File: src/rtl/cfg_prom_pkg.sv
package cfg_prom_pkg;
   localparam int BYTE_W = 8;

   typedef enum logic {
      MODE_SER = 1'b0,
      MODE_PAR = 1'b1
   } prom_mode_e;
endpackage

File: src/rtl/cfg_prom_array.sv
module cfg_prom_array #(
   parameter int DEPTH = 256,
   localparam int AW = $clog2(DEPTH)
) (
   input  logic                             clk,
   input  logic                             wr_en,
   input  logic [AW-1:0]                    wr_addr,
   input  logic [cfg_prom_pkg::BYTE_W-1:0]  wr_data,
   input  logic [AW-1:0]                    rd_idx,
   output logic [cfg_prom_pkg::BYTE_W-1:0]  rd_byte
);
   logic [cfg_prom_pkg::BYTE_W-1:0] cells [DEPTH];

   always_ff @(posedge clk) begin
      if (wr_en && (int'(wr_addr) < DEPTH)) begin
         cells[wr_addr] <= wr_data;
      end
   end

   assign rd_byte = cells[rd_idx];
endmodule

File: src/rtl/cfg_prom_addr.sv
module cfg_prom_addr
   import cfg_prom_pkg::*;
#(
   parameter int DEPTH = 256,
   localparam int CW = $clog2(DEPTH * BYTE_W)
) (
   input  logic          clk,
   input  logic          oe_rst_n,
   input  logic          ce_n,
   input  prom_mode_e    mode,
   output logic [CW-1:0] addr,
   output logic          spent
);
   localparam logic [CW-1:0] LAST_SER = CW'(DEPTH * BYTE_W - 1);
   localparam logic [CW-1:0] LAST_PAR = CW'(DEPTH - 1);

   logic [CW-1:0] last_addr;
   assign last_addr = (mode == MODE_PAR) ? LAST_PAR : LAST_SER;

   always_ff @(posedge clk or negedge oe_rst_n) begin
      if (!oe_rst_n) begin
         addr  <= '0;
         spent <= 1'b0;
      end else if (ce_n) begin
         addr  <= '0;
         spent <= 1'b0;
      end else if (!spent) begin
         if (addr == last_addr) begin
            spent <= 1'b1;
         end else begin
            addr <= addr + 1'b1;
         end
      end
   end


   hold_idle_chk: assert property (@(posedge clk) disable iff (!oe_rst_n)
      ce_n |=> (addr == '0) && !spent);


   step_fwd_chk: assert property (@(posedge clk) disable iff (!oe_rst_n)
      (!ce_n && !spent && addr != last_addr) |=> (addr == $past(addr) + 1'b1));


   freeze_chk: assert property (@(posedge clk) disable iff (!oe_rst_n)
      (!ce_n && spent) |=> spent && $stable(addr));
endmodule

File: src/rtl/cfg_prom_stream.sv
module cfg_prom_stream
   import cfg_prom_pkg::*;
#(
   parameter int DEPTH  = 256,
   parameter bit PAR_EN = 1'b1,
   localparam int AW = $clog2(DEPTH),
   localparam int CW = $clog2(DEPTH * BYTE_W)
) (
   input  logic              clk,
   input  logic              oe_rst_n,
   input  logic              ce_n,
   input  logic              par_mode,
   input  logic              wr_en,
   input  logic [AW-1:0]     wr_addr,
   input  logic [BYTE_W-1:0] wr_data,
   output logic [BYTE_W-1:0] dout,
   output logic [BYTE_W-1:0] dout_oe,
   output logic              ceo_n,
   output logic              standby
);
   if (DEPTH < 2 || (DEPTH & (DEPTH - 1)) != 0) begin : g_bad_depth
      $error("cfg_prom_stream: DEPTH must be a power of two, at least 2");
   end

   prom_mode_e mode_eff;
   if (PAR_EN) begin : g_dual_mode
      assign mode_eff = par_mode ? MODE_PAR : MODE_SER;
   end else begin : g_serial_only
      assign mode_eff = MODE_SER;
   end

   logic          is_par;
   logic [CW-1:0] addr;
   logic          spent;
   logic [AW-1:0] byte_idx;
   logic [2:0]    bit_sel;
   logic [BYTE_W-1:0] rd_byte;
   logic          ser_bit;
   logic          drive;
   logic [BYTE_W-1:0] lane_oe;
   logic [BYTE_W-1:0] lane_val;

   assign is_par = (mode_eff == MODE_PAR);

   cfg_prom_addr #(.DEPTH(DEPTH)) u_addr (
      .clk      (clk),
      .oe_rst_n (oe_rst_n),
      .ce_n     (ce_n),
      .mode     (mode_eff),
      .addr     (addr),
      .spent    (spent)
   );

   assign byte_idx = is_par ? addr[AW-1:0] : addr[CW-1:3];
   assign bit_sel  = addr[2:0];

   cfg_prom_array #(.DEPTH(DEPTH)) u_array (
      .clk     (clk),
      .wr_en   (wr_en),
      .wr_addr (wr_addr),
      .wr_data (wr_data),
      .rd_idx  (byte_idx),
      .rd_byte (rd_byte)
   );

   assign ser_bit = rd_byte[3'd7 - bit_sel];
   assign drive   = oe_rst_n && !ce_n && !spent;

   for (genvar i = 0; i < BYTE_W; i++) begin : g_lane
      if (i == 0) begin : g_lsb
         assign lane_oe[i]  = drive;
         assign lane_val[i] = is_par ? rd_byte[0] : ser_bit;
      end else begin : g_upper
         assign lane_oe[i]  = drive && is_par;
         assign lane_val[i] = rd_byte[i];
      end
   end

   assign dout_oe = lane_oe;
   assign dout    = lane_val & lane_oe;
   assign ceo_n   = !(oe_rst_n && !ce_n && spent);
   assign standby = ce_n;


   always @(posedge clk) begin
      if (!oe_rst_n) begin
         rst_quiet_chk: assert (ceo_n && dout_oe == '0 && dout == '0);
      end
   end


   spent_float_chk: assert property (@(posedge clk) disable iff (!oe_rst_n)
      !ceo_n |-> (dout_oe == '0));


   ser_lane_chk: assert property (@(posedge clk) disable iff (!oe_rst_n)
      (mode_eff == MODE_SER) |-> (dout_oe[BYTE_W-1:1] == '0 && dout[BYTE_W-1:1] == '0));


   standby_ceo_chk: assert property (@(posedge clk) disable iff (!oe_rst_n)
      ce_n |-> (ceo_n && standby && dout_oe == '0));
endmodule

File: config.mk
export PLATFORM = sky130hd
export DESIGN_NAME = cfg_prom_stream
export DESIGN_NICKNAME = d
export VERILOG_FILES = /design/src/rtl/cfg_prom_pkg.sv /design/src/rtl/cfg_prom_array.sv /design/src/rtl/cfg_prom_addr.sv /design/src/rtl/cfg_prom_stream.sv
export SDC_FILE = /design/constraint.sdc
export NUM_CORES = 2
export LEC_CHECK = 0
export BUFFER_PORTS_ARGS = -buffer_cell sky130_fd_sc_hd__buf_2
export CORE_ASPECT_RATIO = 2
export CORE_MARGIN = 2
export CORE_UTILIZATION = 57
export CTS_CLUSTER_DIAMETER = 30
export CTS_CLUSTER_SIZE = 16
export DETAILED_ROUTE_END_ITERATION = 8
export PLACE_DENSITY = 0.79
export RECOVER_POWER = 50
export SYNTH_ARGS = -nofsm -noshare
export SYNTH_HDL_FRONTEND = slang
export SYNTH_HIERARCHICAL = 1
export SYNTH_SLANG_ARGS = --single-unit
File: constraint.sdc
create_clock -name clk -period 3.75 [get_ports clk]
set_input_delay 0.375 -clock clk [delete_from_list [all_inputs] [get_ports clk]]
set_output_delay 0.375 -clock clk [all_outputs]
set_load 0.01 [all_outputs]
# Word level (Yosys, flattened, before mapping)
# Memory sizes are Yosys's and may differ from the RTL's.
# Cells that the tools add are included.
[totals]
regBits = 12
ram_bits = 2048
output_inout_bits = 18
memories = 1
[mem_list]
columns = ["name", "depth", "width", "read_ports", "rd_clocked_by_memory_dff", "write_ports", "line_no", "source"]
rows = [
  ["u_array.cells", 256, 8, 1, 0, 1, "cfg_prom_array.sv:12", "logic [cfg_prom_pkg::BYTE_W-1:0] cells [DEPTH];"],
]
[op_classes]
addsub = 2
n_lt_le_gt_ge = 1
eq_ne = 3
muxes = 14
n_bitwise = 1
reduce_logical = 8
[op_table]
columns = ["op", "count"]
rows = [
  ["$mux W11", 4],
  ["$add A11 B1 Y11 const B", 1],
  ["$eq A11 B11 Y1", 1],
  ["$and A8 B8 Y8", 1],
  ["$mux W1", 8],
  ["$mux W8", 1],
  ["$logic_and A1 B1 Y1", 4],
  ["$lt A3 B4 Y1 const B", 1],
  ["$ne A2 B2 Y1 const B", 2],
  ["$bmux W1 S3", 1],
  ["$logic_not A1 Y1", 3],
  ["$sub A3 B3 Y3 const A", 1],
  ["$reduce_and A2 Y1", 1],
]

# Logic depth before layout (Yosys ltp)
# An unclocked memory read counts as a cell.
[logic_depth]
depth_word = 7
mapped_depth = 16

# Hierarchy
# Netlist, hierarchy kept.
[by_module_without_submodules]
columns = ["mod", "instances", "cells_per_inst", "area_per_inst_um2", "seq_area_each_um2"]
rows = [
  ["cfg_prom_array", 1, 3725, 79396.1, 61499.0],
  ["cfg_prom_addr", 1, 66, 699.4, 300.3],
  ["cfg_prom_stream", 1, 37, 320.3, 0.0],
]

# Worst setup path before layout
# No wires, ideal clock.
[synth_timing]
kind = "in2out"
from = "input par_mode"
to = "output dout[0]"
arrival_time_ns = 3.332
required_time_ns = 3.375
slack_ns = 0.043
path_stages = 14
cell_sequence = "buf_2 > mux2_2 > buf_2 > buf_4 > or2b_1 > buf_1 > o221ai_1 > a21oi_1 > o32ai_1 > nor3_1 > nor4_1 > mux2i_1 > mux4_2 > a21oi_2"
[synth_between]
elab_chain_cells = 7
[synth_rtl]
columns = ["item", "line_no", "source"]
rows = [
  ["start: declaration", "cfg_prom_stream.sv:12", "input logic par_mode,"],
  ["$mux W1", "cfg_prom_stream.sv:27", "assign mode_eff = par_mode ? MODE_PAR : MODE_SER;"],
  ["$mux W8", "cfg_prom_stream.sv:54", "assign byte_idx = is_par ? addr[AW-1:0] : addr[CW-1:3];"],
  ["via byte_idx[1]", "cfg_prom_stream.sv:35", "logic [AW-1:0] byte_idx;"],
  ["$mem_v2 Z256 W8", "--", ""],
  ["via rd_byte[3]", "cfg_prom_stream.sv:37", "logic [BYTE_W-1:0] rd_byte;"],
  ["$bmux W1 S3", "cfg_prom_stream.sv:66", "assign ser_bit = rd_byte[3'd7 - bit_sel];"],
  ["$mux W1 (not written as such)", "cfg_prom_stream.sv:66", ""],
  ["$mux W1", "cfg_prom_stream.sv:72", "assign lane_val[i] = is_par ? rd_byte[0] : ser_bit;"],
  ["$and A8 B8 Y8", "cfg_prom_stream.sv:80", "assign dout = lane_val & lane_oe;"],
  ["end: declaration", "cfg_prom_stream.sv:16", "output logic [BYTE_W-1:0] dout,"],
]
# The timed path passes the listed nets, and every way through them passes these cells. The select of a mux whose other input is x is not followed.

# Final worst setup path
[layout_timing]
from = "register u_addr.addr[0]"
to = "output dout[0]"
[layout_between]
elab_chain_cells = 6
word_cells_on_any_way = 7
cone_classes = "add/sub (1); mux (4); bitwise (1); memory (1)"
[layout_rtl]
columns = ["item", "line_no", "source"]
rows = [
  ["start: declaration", "cfg_prom_addr.sv:11", "output logic [CW-1:0] addr,"],
  ["start signal: assignment", "cfg_prom_addr.sv:31", "addr <= addr + 1'b1;"],
  ["$mux W8", "cfg_prom_stream.sv:54", ""],
  ["via byte_idx[0]", "cfg_prom_stream.sv:35", ""],
  ["$mem_v2 Z256 W8", "--", ""],
  ["via rd_byte[2]", "cfg_prom_stream.sv:37", ""],
  ["$bmux W1 S3", "cfg_prom_stream.sv:66", ""],
  ["$mux W1 (not written as such)", "cfg_prom_stream.sv:66", ""],
  ["$mux W1", "cfg_prom_stream.sv:72", ""],
  ["$and A8 B8 Y8", "cfg_prom_stream.sv:80", ""],
]
# The timed path passes the listed nets, and every way through them passes these cells. The select of a mux whose other input is x is not followed.

==> flow_summary.yaml <==
sta:
  fin_crit_ns: 4.97
  hold_violations: 0
  setup_ws_ns: -1.22
  relSlewSlack_pct: -167
  max_freq_mhz: 201
  grt_setup_unrepaired: "true"
  skew_ns: 0.0199
  whs_ns: 0.306
  post-route-period-util_pct: 133
  setup_violations: 8
  drv_slew: 1456
  tightestPinTransition_ns: 4.00
route:
  met3_length_microns: 23700
  drt-wirelength-per-cell_microns: 33.4
  route.vias.total: 42981
  vias_per_cell: 6.82
  firstDrtPassIters: 7
  drc: 0
  ant_nets: 0
  wl_met1_microns: 68200
  routed_wl_microns: 210000
  dr_wl_met2_microns: 104000
  top_layer_used: "met5"
  drtIter0Drc: 6697
finish:
  nets: 4276
  final_util_pct: 66.3
  finalInstanceArea_sq_mm: 0.0931
  instances_no_fill: 6298
  fillers: 8367
  area_growth_syn_to_layout_pct: 15.8
  drive_above_1_share_pct: 30.7
synth:
  syn_nets: 3850
  ys_warn_count: 6
  yosysTopAreaCellShare_pct: 76.5
  netlist_instances: 3828
  async_reset_ff_share_pct: 0.583
  synth_ff_type: "edfxtp_1"
  synth_edf_count: 2048
  ys_seq_area_share_pct: 76.8
  avgSynthCellArea_sq_um: 21.0
  yosysUniqueCellTypes: 73
  ys_ff_latch: 2060
  synthTopCellsByArea: "edfxtp_1 (76%), mux4_2 (13%), mux2i_1 (1.7%)"
  syn_area_sq_mm: 0.0804
  yosysTopAreaCell: "edfxtp_1"
clocking:
  clock_path_buffers: 3
  clkSinkCount: 2060
  cts.reportedPaths.clkPinSlew_ns: 0.07
  clkLatencyLatePin_ns: 0.84
  tritoncts: "built"
  cts-root-buf: "clkbuf_16"
  cts_inserted_buffers: 204
  htree_levels: 4
status:
  violations: "capacitance limit, slew limit, setup timing"
  status: "finished with violations"
worst_setup_path:
  slowest_stage: "mux4_2"
  crit_path_end: "dout[0]"
  reg2reg_from: "u_addr/addr[1]$_DFFE_PN0P_"
  path_cells: "mux2_8, buf_12, buf_12, mux4_2, o22a_1, o21ai_0, a2111oi_1, nor3_1, buf_4, nor4_4, mux2i_1, mux4_2, a21oi_2, buf_2"
  cp_num_cells: 14
  cp_top_family: "multiplexers"
  worstSetupPathType: "flip-flop to output pin"
  end_kind: "output pin"
  crit_buf_inv: 4
  crit_path_start_kind: "flip-flop"
  rr_worst_depth: 7
  crit_start: "u_addr/addr[0]$_DFFE_PN0P_"
  critPathMaxFanout: 9
  required_ns: 3.38
  cp.arrival_ns: 4.60
  worst_path_largest_cell_delay_ns: 0.52
  r2r-end: "u_addr/addr[8]$_DFFE_PN0P_"
  r2r_slack_ns: 1.63
global_routing:
  grt_max_degree: 135
  grt_first_pass_wirelength_microns: 305000
  grt_use_total_pct: 29.3
  grt_pass1_vias: 43770
  antenna_found_initial: 5
  overflow: 0
power:
  leakage_nw: 28.9
  max-vdd-ir-drop_mv: 0.756
  power_density_mw_per_mm2: 522
placed_design:
  dp.cells: 5908
  place_ws_ns: -1.04
  port_buffers: 38
  hpwl_microns: 122000
  gp_congestion: 0.920
  placed_cell_area_sq_mm: 0.0856
floorplanning:
  die_area_sq_mm: 0.144
  die_x_microns: 270
  fp.dieH_microns: 535
  std_cell_rows: 195
  core_sq_mm: 0.141
  initial_core_util_pct: 57.2
  pin_count: 39
run:
  cap_violations: 19
min_path:
  min_path_type: "input pin to flip-flop"
==> per-stage QoR <==
| stage | power, mW | setup TNS (ns) |
|---|---|---|
| final | 48.6 | -7.87 |
| after floorplan | 27.0 | 0 |
| after global placement | 27.9 | -4.37 |
| after detailed placement | 28.0 | -4.72 |
| after CTS | 48.7 | -7.30 |
| after global routing | 49.6 | -20.04 |
==> repair_timing <==
| item | in CTS | in global routing |
|---|---|---|
| resized for setup | 82 | 31 |
| buffers inserted | 4 | 0 |
| endpoints found under the setup margin | 8 | 8 |
| endpoints found under the hold margin | 17 | 0 |
| hold buffers | 3 | 0 |
| gates cloned | 4 | 0 |
| pin swaps | 19 | 15 |
==> layout by cell type, fill, tap and decap left out, types with 17 or more instances in the layout <==
cell type and n:
a21oi_1 89, buf_2 29, inv_8 24, buf_4 327
clkinv_2 22, bufinv_16 17, o221ai_1 41, nand2_1 36
mux4_2 455, nand3_1 35, clkbuf_16 204, o22ai_1 26
nor2b_1 32, clkinv_8 17, nor2_1 285, clkbuf_2 20
inv_6 27, buf_12 58, clkbuf_1 27, edfxtp_1 2048
a22oi_1 127, mux2i_1 138
==> per-layer routing <==
| metal | global-route usage (%) | vias to the layer above |
|---|---|---|
| met5 | 0 | - |
| met4 | 17.0 | 6 |
| met3 | 6.37 | 718 |
| met2 | 47.5 | 3409 |
| met1 | 36.9 | 21950 |
| li1 | - | 16898 |
==> cell usage after synthesis, types with 4 or more instances <==
| library cell | instances |
|---|---|
| edfxtp_1 | 2048 |
| mux4_2 | 455 |
| nor2_1 | 288 |
| mux2i_1 | 139 |
| a22oi_1 | 133 |
| clkbuf_1 | 113 |
| a21oi_1 | 98 |
| o221ai_1 | 46 |
| nand2_1 | 36 |
| nand3_1 | 36 |
| buf_4 | 35 |
| nor2b_1 | 35 |
| buf_2 | 32 |
| o22ai_1 | 28 |
| nor4_1 | 25 |
| nor3_1 | 24 |
| buf_1 | 22 |
| buf_6 | 22 |
| a211oi_1 | 16 |
| a221oi_1 | 13 |
| buf_8 | 13 |
| dfrtp_1 | 12 |
| nand4_1 | 12 |
| and3_1 | 11 |
| o21ai_0 | 11 |
| nand2b_1 | 10 |
| o211ai_1 | 10 |
| a22o_1 | 8 |
| buf_12 | 8 |
| mux2_2 | 8 |
| and2_1 | 7 |
| a31oi_1 | 6 |
| o22a_1 | 5 |
| o32ai_1 | 4 |
| or2_2 | 4 |
==> state kept, by name (all words and copies together) (netlist names) <==
register       cells
u_array/cells   2048
u_addr/spent       1
u_addr/addr       11
==> worst register-to-register path: stages, from the launching register on <==
cell,delay [ns]
dfrtp_1,0.41
buf_4,0.15
buf_4,0.16
ha_1,0.28
and3_1,0.28
nand2_1,0.12
nor3b_1,0.22
mux2_2,0.36
==> layout make-up <==
class,count,area (sq um),share of cell area [%]
diodes,7,17.5,0.0188
clock buffers,219,5160,5.54
clock inverters,153,1840,1.98
inverters,4,16.3,0.0175
multi-input cells,1520,17700,19.0
flip-flops and latches,2060,61800,66.4
well taps,1871,2340,2.51
repair buffers,464,4220,4.53
==> where the power goes <==
part	switching, mW	internal [mW]
Sequential	0.0171	25.4
Clock	9.40	11.5
Combinational	1.35	0.893
Total	10.8	37.8
==> kinds of logic after synthesis <==
group,count (synthesis),share of synthesized area [%]
compound gates,402,3.57
fa+ha+maj,1,0.0156
buf+inv,249,1.92
flops,2060,76.8
mux,608,14.7
simple gates,508,2.93
==> worst min path at each step <==
| stage | endpoint | cells past startpoint | slack [ns] | startpoint |
|---|---|---|---|---|
| floorplan | u_addr/addr[0]$_DFFE_PN0P_ | 0 | 0.08 | oe_rst_n |
| finish | u_array/cells[206][0]$_DFFE_PP_ | 3 | 0.31 | wr_addr[2] |
| detailed placement | u_addr/spent$_DFF_PN0_ | 1 | 0.28 | oe_rst_n |
| CTS | u_array/cells[194][0]$_DFFE_PP_ | 1 | 0.15 | wr_data[0] |
| global route | u_array/cells[156][1]$_DFFE_PP_ | 4 | 0.30 | wr_addr[2] |
| global placement | u_addr/addr[2]$_DFFE_PN0P_ | 1 | 0.27 | oe_rst_n |
Power figures use the tool's default switching activity.
